--- src/rtl/rtc_alarm_pkg.sv ---
package rtc_alarm_pkg;

   typedef enum logic [2:0] {
      RATE_EVERY,
      RATE_SEC,
      RATE_MIN_SEC,
      RATE_HMS,
      RATE_FULL
   } alarm_rate_t;

   // status byte bit positions
   localparam int ST_BLF_MAIN = 7;
   localparam int ST_BLF_AUX  = 6;
   localparam int ST_PRS      = 5;
   localparam int ST_PAB      = 4;
   localparam int ST_TDF      = 3;
   localparam int ST_KSF      = 2;
   localparam int ST_WDF      = 1;
   localparam int ST_IRQF     = 0;

   // control byte bit positions used here
   localparam int CT_TPE = 4;
   localparam int CT_TIE = 3;
   localparam int CT_KIE = 2;
   localparam int CT_WDE = 1;

   // mask pattern {day,hour,min,sec} -> rate; unlisted patterns fall back
   function automatic alarm_rate_t decode_rate(input logic [3:0] m);
      alarm_rate_t r;
      case (m)
         4'b1111: r = RATE_EVERY;
         4'b1110: r = RATE_SEC;
         4'b1100: r = RATE_MIN_SEC;
         4'b1000: r = RATE_HMS;
         4'b0000: r = RATE_FULL;
         default: r = RATE_EVERY;
      endcase
      return r;
   endfunction

endpackage

--- src/rtl/rtc_alarm_cmp.sv ---
module rtc_alarm_cmp
   import rtc_alarm_pkg::*;
#(
   parameter int DATA_W  = 8,
   parameter int NUM_ALM = 4
) (
   input  logic                           clk,
   input  logic                           rst_n,
   input  logic [NUM_ALM-1:0]             alm_we,
   input  logic [DATA_W-1:0]              wdata,
   input  logic                           tick,
   input  logic [DATA_W-1:0]              cur_sec,
   input  logic [DATA_W-1:0]              cur_min,
   input  logic [DATA_W-1:0]              cur_hour,
   input  logic [DATA_W-1:0]              cur_dow,
   input  logic [DATA_W-1:0]              cur_dom,
   output logic [NUM_ALM-1:0][DATA_W-1:0] alm_q,
   output logic                           hit_tick
);

   localparam int MASK_BIT = DATA_W - 1;
   localparam int SEL_BIT  = DATA_W - 2;
   localparam logic [DATA_W-1:0] F_MS = DATA_W'(8'h7F);
   localparam logic [DATA_W-1:0] F_HD = DATA_W'(8'h3F);

   if (NUM_ALM != 4) begin : g_bad_num
      initial $fatal(1, "rtc_alarm_cmp needs exactly four alarm bytes");
   end

   for (genvar i = 0; i < NUM_ALM; i++) begin : g_alm
      always_ff @(posedge clk) begin
         if (!rst_n)         alm_q[i] <= '0;
         else if (alm_we[i]) alm_q[i] <= wdata;
      end
   end

   logic [NUM_ALM-1:0] mask;
   for (genvar i = 0; i < NUM_ALM; i++) begin : g_mask
      assign mask[i] = alm_q[i][MASK_BIT];
   end

   logic              eq_s, eq_m, eq_h, eq_d;
   logic [DATA_W-1:0] day_tgt;
   alarm_rate_t       rate;
   logic              hit;

   assign day_tgt = alm_q[3][SEL_BIT] ? cur_dow : cur_dom;
   assign eq_s    = (alm_q[0] & F_MS) == (cur_sec  & F_MS);
   assign eq_m    = (alm_q[1] & F_MS) == (cur_min  & F_MS);
   assign eq_h    = (alm_q[2] & F_HD) == (cur_hour & F_HD);
   assign eq_d    = (alm_q[3] & F_HD) == (day_tgt  & F_HD);
   assign rate    = decode_rate(mask);

   always_comb begin
      case (rate)
         RATE_SEC:     hit = eq_s;
         RATE_MIN_SEC: hit = eq_s & eq_m;
         RATE_HMS:     hit = eq_s & eq_m & eq_h;
         RATE_FULL:    hit = eq_s & eq_m & eq_h & eq_d;
         default:      hit = 1'b1;
      endcase
   end

   assign hit_tick = tick & hit;

endmodule

--- src/rtl/rtc_irq_flags.sv ---
module rtc_irq_flags
   import rtc_alarm_pkg::*;
#(
   parameter int ADDR_W   = 3,
   parameter int ADR_STAT = 4
) (
   input  logic              clk,
   input  logic              rst_n,
   input  logic              set_tdf,
   input  logic              kick_evt,
   input  logic              wdog_evt,
   input  logic [ADDR_W-1:0] bus_addr,
   input  logic              bus_wr,
   input  logic              bus_rd,
   input  logic [5:1]        stat_wdata,
   input  logic              en_tpe,
   input  logic              en_tie,
   input  logic              en_kie,
   input  logic              en_wde,
   output logic              tdf,
   output logic              ksf,
   output logic              wdf,
   output logic              pab,
   output logic              prs,
   output logic              irqf
);

   localparam logic [ADDR_W-1:0] A_STAT = ADDR_W'(ADR_STAT);

   logic stat_rd, stat_wr, rd_pend, rd_done;
   logic clr_tdf, clr_ksf, clr_wdf;

   assign stat_rd = bus_rd && (bus_addr == A_STAT);
   assign stat_wr = bus_wr && (bus_addr == A_STAT);

   always_ff @(posedge clk) begin
      if (!rst_n) rd_pend <= 1'b0;
      else        rd_pend <= stat_rd;
   end

   // access ended: was reading status last cycle, not any more
   assign rd_done = rd_pend && !stat_rd;

   assign clr_tdf = rd_done | (stat_wr & ~stat_wdata[ST_TDF]);
   assign clr_ksf = rd_done | (stat_wr & ~stat_wdata[ST_KSF]);
   assign clr_wdf = rd_done | (stat_wr & ~stat_wdata[ST_WDF]);

   always_ff @(posedge clk) begin
      if (!rst_n) begin
         tdf <= 1'b0;
         ksf <= 1'b0;
         wdf <= 1'b0;
      end else begin
         tdf <= set_tdf | (tdf & ~clr_tdf);
         ksf <= kick_evt | (stat_wr & stat_wdata[ST_KSF]) | (ksf & ~clr_ksf);
         wdf <= wdog_evt | (wdf & ~clr_wdf);
      end
   end

   always_ff @(posedge clk) begin
      if (!rst_n) begin
         pab <= 1'b1;
         prs <= 1'b0;
      end else if (stat_wr) begin
         pab <= stat_wdata[ST_PAB];
         prs <= stat_wdata[ST_PRS];
      end else if ((tdf & en_tpe) | ksf) begin
         pab <= 1'b0;
      end
   end

   assign irqf = (tdf & en_tie) | (ksf & en_kie) | (wdf & en_wde);

endmodule

--- src/rtl/rtc_alarm_irq.sv ---
module rtc_alarm_irq
   import rtc_alarm_pkg::*;
#(
   parameter int          DATA_W   = 8,
   parameter int          ADDR_W   = 3,
   parameter int          ADR_ALM0 = 0,
   parameter int          ADR_STAT = 4,
   parameter int          ADR_CTRL = 5,
   parameter logic [7:0]  CTRL_RST = 8'h80,
   parameter bit          IRQ_REG  = 1'b0
) (
   input  logic              clk,
   input  logic              rst_n,
   input  logic              tick,
   input  logic [DATA_W-1:0] cur_sec,
   input  logic [DATA_W-1:0] cur_min,
   input  logic [DATA_W-1:0] cur_hour,
   input  logic [DATA_W-1:0] cur_dow,
   input  logic [DATA_W-1:0] cur_dom,
   input  logic              kick_evt,
   input  logic              wdog_evt,
   input  logic              batt_low_main,
   input  logic              batt_low_aux,
   input  logic [ADDR_W-1:0] bus_addr,
   input  logic              bus_wr,
   input  logic              bus_rd,
   input  logic [DATA_W-1:0] bus_wdata,
   output logic [DATA_W-1:0] bus_rdata,
   output logic [DATA_W-1:0] ctrl_q,
   output logic              irq_n,
   output logic              pwr_n
);

   localparam int NUM_ALM = 4;
   localparam logic [ADDR_W-1:0] A_STAT = ADDR_W'(ADR_STAT);
   localparam logic [ADDR_W-1:0] A_CTRL = ADDR_W'(ADR_CTRL);

   if (DATA_W != 8) begin : g_bad_w
      initial $fatal(1, "rtc_alarm_irq fields assume byte-wide registers");
   end
   if ((ADR_ALM0 + NUM_ALM > (1 << ADDR_W)) || (ADR_STAT >= (1 << ADDR_W)) ||
       (ADR_CTRL >= (1 << ADDR_W))) begin : g_bad_a
      initial $fatal(1, "rtc_alarm_irq address map exceeds ADDR_W");
   end
   if ((ADR_STAT == ADR_CTRL) ||
       ((ADR_STAT >= ADR_ALM0) && (ADR_STAT < ADR_ALM0 + NUM_ALM)) ||
       ((ADR_CTRL >= ADR_ALM0) && (ADR_CTRL < ADR_ALM0 + NUM_ALM))) begin : g_bad_o
      initial $fatal(1, "rtc_alarm_irq address map overlaps");
   end

   // write decode
   logic [NUM_ALM-1:0] alm_we;
   for (genvar i = 0; i < NUM_ALM; i++) begin : g_we
      assign alm_we[i] = bus_wr && (bus_addr == ADDR_W'(ADR_ALM0 + i));
   end

   // control byte
   always_ff @(posedge clk) begin
      if (!rst_n)                              ctrl_q <= CTRL_RST;
      else if (bus_wr && (bus_addr == A_CTRL)) ctrl_q <= bus_wdata;
   end

   logic [NUM_ALM-1:0][DATA_W-1:0] alm_q;
   logic                           tdf_set;

   rtc_alarm_cmp #(
      .DATA_W (DATA_W),
      .NUM_ALM(NUM_ALM)
   ) u_cmp (
      .clk     (clk),
      .rst_n   (rst_n),
      .alm_we  (alm_we),
      .wdata   (bus_wdata),
      .tick    (tick),
      .cur_sec (cur_sec),
      .cur_min (cur_min),
      .cur_hour(cur_hour),
      .cur_dow (cur_dow),
      .cur_dom (cur_dom),
      .alm_q   (alm_q),
      .hit_tick(tdf_set)
   );

   logic flag_tdf, flag_ksf, flag_wdf, flag_pab, flag_prs, flag_irqf;

   rtc_irq_flags #(
      .ADDR_W  (ADDR_W),
      .ADR_STAT(ADR_STAT)
   ) u_flags (
      .clk       (clk),
      .rst_n     (rst_n),
      .set_tdf   (tdf_set),
      .kick_evt  (kick_evt),
      .wdog_evt  (wdog_evt),
      .bus_addr  (bus_addr),
      .bus_wr    (bus_wr),
      .bus_rd    (bus_rd),
      .stat_wdata(bus_wdata[5:1]),
      .en_tpe    (ctrl_q[CT_TPE]),
      .en_tie    (ctrl_q[CT_TIE]),
      .en_kie    (ctrl_q[CT_KIE]),
      .en_wde    (ctrl_q[CT_WDE]),
      .tdf       (flag_tdf),
      .ksf       (flag_ksf),
      .wdf       (flag_wdf),
      .pab       (flag_pab),
      .prs       (flag_prs),
      .irqf      (flag_irqf)
   );

   logic [DATA_W-1:0] stat_byte;
   always_comb begin
      stat_byte              = '0;
      stat_byte[ST_BLF_MAIN] = batt_low_main;
      stat_byte[ST_BLF_AUX]  = batt_low_aux;
      stat_byte[ST_PRS]      = flag_prs;
      stat_byte[ST_PAB]      = flag_pab;
      stat_byte[ST_TDF]      = flag_tdf;
      stat_byte[ST_KSF]      = flag_ksf;
      stat_byte[ST_WDF]      = flag_wdf;
      stat_byte[ST_IRQF]     = flag_irqf;
   end

   // read mux, independent of bus_rd
   always_comb begin
      bus_rdata = '0;
      for (int i = 0; i < NUM_ALM; i++) begin
         if (bus_addr == ADDR_W'(ADR_ALM0 + i)) bus_rdata = alm_q[i];
      end
      if (bus_addr == A_STAT) bus_rdata = stat_byte;
      if (bus_addr == A_CTRL) bus_rdata = ctrl_q;
   end

   if (IRQ_REG) begin : g_irq_ff
      always_ff @(posedge clk) begin
         if (!rst_n) irq_n <= 1'b1;
         else        irq_n <= ~flag_irqf;
      end
   end else begin : g_irq_comb
      assign irq_n = ~flag_irqf;
   end

   assign pwr_n = flag_pab;

endmodule

--- config.mk ---
export PLATFORM = sky130hd
export DESIGN_NAME = rtc_alarm_irq
export DESIGN_NICKNAME = d
export VERILOG_FILES = /design/src/rtl/rtc_alarm_pkg.sv /design/src/rtl/rtc_alarm_cmp.sv /design/src/rtl/rtc_irq_flags.sv /design/src/rtl/rtc_alarm_irq.sv
export SDC_FILE = /design/constraint.sdc
export NUM_CORES = 1
export LEC_CHECK = 0
export CAP_MARGIN = 5
export CORE_ASPECT_RATIO = 0.7
export CORE_MARGIN = 2
export CORE_UTILIZATION = 30
export CTS_CLUSTER_SIZE = 14
export DETAILED_ROUTE_END_ITERATION = 8
export MAX_ROUTING_LAYER = met4
export PLACE_DENSITY_LB_ADDON = 0.25
export SYNTH_ARGS = -nofsm -noshare
export SYNTH_HDL_FRONTEND = slang
export SYNTH_SLANG_ARGS = --single-unit
--- constraint.sdc ---
create_clock -name clk -period 1.95 [get_ports clk]
set_input_delay 0.39 -clock clk [delete_from_list [all_inputs] [get_ports clk]]
set_output_delay 0.39 -clock clk [all_outputs]
set_load 0.02 [all_outputs]
==> metrics.md, run 1 <==
| Metric | Value |
|---|---|
| Reg-to-reg critical path endpoint | `u_flags.tdf` |
| Hold Startpoint | `u_flags.prs` |
| Core area | `0.00791 mm^2` |
| Final Core Density | `0.473` |
| Power density over the cells | `634 mW/mm^2` |
| Area grow syn2layout | `52.0%` |
| Drt pass-1 iters | `5` |
| Top-area cell type share of the netlist area | `0.375` |
| Final period utilization | `1.00` |
| First-pass GRT wire length | `13600 um` |
| Final GP Congestion | `0.966` |
| Critical path class | `flip-flop to primary output` |
| Tightest Pin Transition | `444 ps` |
| Critical R2R Launch | `u_cmp.alm_q[30]` |
| Post-Layout Cell Count | `511` |
| Worst Slack Setup Final | `0.912 ps` |
| Max-Cap Viols | `0` |
| Worst VDD drop | `0.423 mV` |
| Hold Vio Cnt, Final | `0` |
| Synth Cell Area | `0.00246 mm^2` |
| Outcome | `completed` |
| Largest area contributor in the netlist | `dfxtp_1` |
| Port buffer count | `69` |
| Total grt overflow | `0` |
| Initial antenna violation count | `0` |
| Synth cell types | `36` |
| Sequential area share after synthesis | `0.375` |
| CP endpoint kind | `primary output` |
| Required time worst endpoint | `1560 ps` |
| RSZ-0062 raised after global routing | `true` |
| Total power | `2.37 mW` |
| Syn nets | `363` |
| Setup slack, reg-to-reg | `210 ps` |
| Post-CTS Hold Buffers | `0` |
| Total vias in the final route | `2597` |
| Clk buf depth | `2` |
| CP bufs+invs | `1` |
| Critical path origin | `ctrl_q[3]` |
| Hold endpoint | `u_flags.prs` |
| CP Launch Type | `flip-flop` |
| Pint | `1.79 mW` |
| Drt wl/cell | `17.2 um` |
| Final Skew | `7.61 ps` |
| Die width | `112 um` |
| Total GRT Usage | `0.203` |
| Initial Util | `0.311` |
| Gate power share | `0.173` |
| Worst-path maximum fanout | `2` |
| Mean Syn Cell Area | `8.11 um^2` |
| Clk_lat worst skew | `290 ps` |
| Ports | `78` |
| CP max-delay cell | `a222oi_1` |
| Cell family with most CP delay | `compound AO/OA/AOI/OAI gates` |
| Clk slew on worst S/H paths | `70 ps` |
| Cell Rows | `27` |
| Top cells by area, synth | `dfxtp_1, nand2_1, mux2i_1` |
| Vias/cell | `5.08` |
| Hold_ws | `472 ps` |
| Largest net degree at the start of global routing | `44` |
| Share of cells above drive strength 1 | `0.195` |
| DRT Wirelength | `8800 um` |
| Synthesized instance count | `303` |
| Max stage delay on crit path | `430 ps` |
| Htree depth | `2` |
| Slew margin rel. | `0.703` |
| Clk root buf | `clkbuf_16` |
| Switching share of total power | `0.245` |
| Iter 0 DRT Violations | `216` |
| Pleak | `1.42 nW` |
| Worst hold stages | `2` |
| Clock power frac | `0.411` |
| CTS Buf Count | `5` |
| Detail Route Antenna Nets | `0` |
| Vias in the first global route | `2550` |
| Sequential cell fraction of total power | `0.417` |
| N_diodes | `0` |
| R2R depth | `7` |
| Total clock sinks | `46` |
| Psw | `0.580 mW` |
| Final setup viols | `0` |
| Final Max Slew Viols | `0` |
| Placed cells | `500` |
| Worst slack, placed | `-729 ps` |
| Fmax | `513 MHz` |
| Die Y-Extent | `79.7 um` |
| Final HPWL DP | `6800 um` |
| Layout Nets | `469` |
| Critical Path AT | `1560 ps` |
| Yosys synthesis warning count | `0` |
| Final critical-path required period | `1950 ps` |
| CTS tree | `built` |
| Die area | `0.00895 mm^2` |
| #FFs+latches synth | `46` |
| Worst Hold Class | `flip-flop to flip-flop` |
| CP cell instances | `a222oi_1, nor2_1, a21oi_2, o22ai_1, buf_2` |
| Remaining DRCs | `0` |
[area by class of cell]
class | count | area [um^2]
fill | 779 | 4170
multi-input combinational | 236 | 1450
timing repair buffer | 116 | 1060
sequential | 46 | 921
clock buffer | 6 | 129
tap | 101 | 126
clock inverter | 2 | 37.5
inverter | 4 | 15.0
[power groups by stage]
stage               Combinational (mW)  Clock, mW  Sequential (mW)
global route                     0.436       1.02            0.989
global placement                 0.399          0             1.01
finish                           0.409      0.973            0.987
detailed placement               0.400          0             1.01
CTS                              0.405      0.973            0.986
floorplan                        0.162          0             1.01
[sequential cells by signal, indices dropped and copies added, names as in the netlist]
name	count
u_flags.pab	1
u_flags.tdf	1
u_cmp.alm_q	32
u_flags.prs	1
u_flags.ksf	1
u_flags.rd_pend	1
u_flags.wdf	1
ctrl_q	8
[Yosys cell counts (all sizes together)]
cell type  number
xnor2          13
o21ba           1
nor3            5
nand3b          1
a31oi           1
or2             1
nand3           5
a22oi           6
mux4            1
o22ai           2
mux2            6
dfxtp          46
nand4           5
nor2           18
a222oi          1
o211ai          1
o211a           1
nand4b          1
mux2i          22
or3             2
a21oi          37
buf            10
clkinv          1
xor2           13
nand2          77
clkbuf          7
o2111ai         1
nand2b          3
nor4            3
o21ai           2
o221ai          7
inv             3
[cells in the final DEF, fill, tap and decap left out, types with 3 or more instances in the layout]
master	Yosys	final
o221ai_1	7	7
mux2_2	6	5
mux2i_1	22	22
nand3_1	5	5
xnor2_1	13	13
a21oi_1	37	36
dfxtp_1	46	46
nor2_1	17	17
xor2_1	13	13
buf_12	0	3
clkbuf_16	0	5
a22oi_1	6	5
nor4_1	3	3
clkdlybuf4s50_1	0	57
nor3_1	5	4
nand2_1	77	76
buf_2	5	4
buf_4	4	48
nand4_1	5	5
[routing by layer]
metal  global-route usage  vias up  share of wire
met5                    -        -              0
met4               0.0585        0          0.022
met3               0.0501       14          0.099
met2                0.288      135           0.40
met1                0.287     1182           0.48
li1                     -     1266              -
[tightest hold or removal path: stages, from the launching register on]
cell     delay, ps
dfxtp_1        310
nand2_1         50
a21oi_1         60
[how the worst max path moves through the flow]
stage / end / slack (ps) / cells after the start
2_1_floorplan: bus_rdata[0] / 120 / 4
3_3_place_gp: bus_rdata[2] / -740 / 5
3_5_place_dp: bus_rdata[3] / -730 / 5
4_1_cts: irq_n / 20 / 4
5_1_grt: bus_rdata[0] / -90 / 5
6_report: bus_rdata[0] / 0.9 / 5
[cells by family after synthesis]
logic type / synth area share
buffers and inverters: 0.0438
xor gates and xnor gates: 0.0926
DFF: 0.375
and+or+nand+nor: 0.214
muxes: 0.126
AOI/OAI and AO/OA: 0.149
[timing repair]
| action | CTS | global route |
|---|---|---|
| pin swaps | 6 | 2 |
| buffers inserted | 3 | 0 |
| gates resized for setup | 62 | 5 |
| setup endpoints to repair | 11 | 7 |
[metrics by stage]
stage               setup TNS (ps)  area (um^2)
detailed placement           -9310         3550
floorplan                        0         2460
finish                           0         3740
global placement             -9080         3550
global route                  -178         3740
CTS                              0         3730
No activity file was read; power rests on OpenSTA's default activity.
==> inputs of run 2 (changes only) <==
--- a/config.mk
+++ b/config.mk
@@ -5,7 +5,7 @@
 export SDC_FILE = /design/constraint.sdc
 export NUM_CORES = 1
 export LEC_CHECK = 0
-export CAP_MARGIN = 5
+export CAP_MARGIN = 20
 export CORE_ASPECT_RATIO = 0.7
 export CORE_MARGIN = 2
 export CORE_UTILIZATION = 30
==> results of run 2 <==
Same layout as run 1: the final DEF is identical, and so are final timing and power.
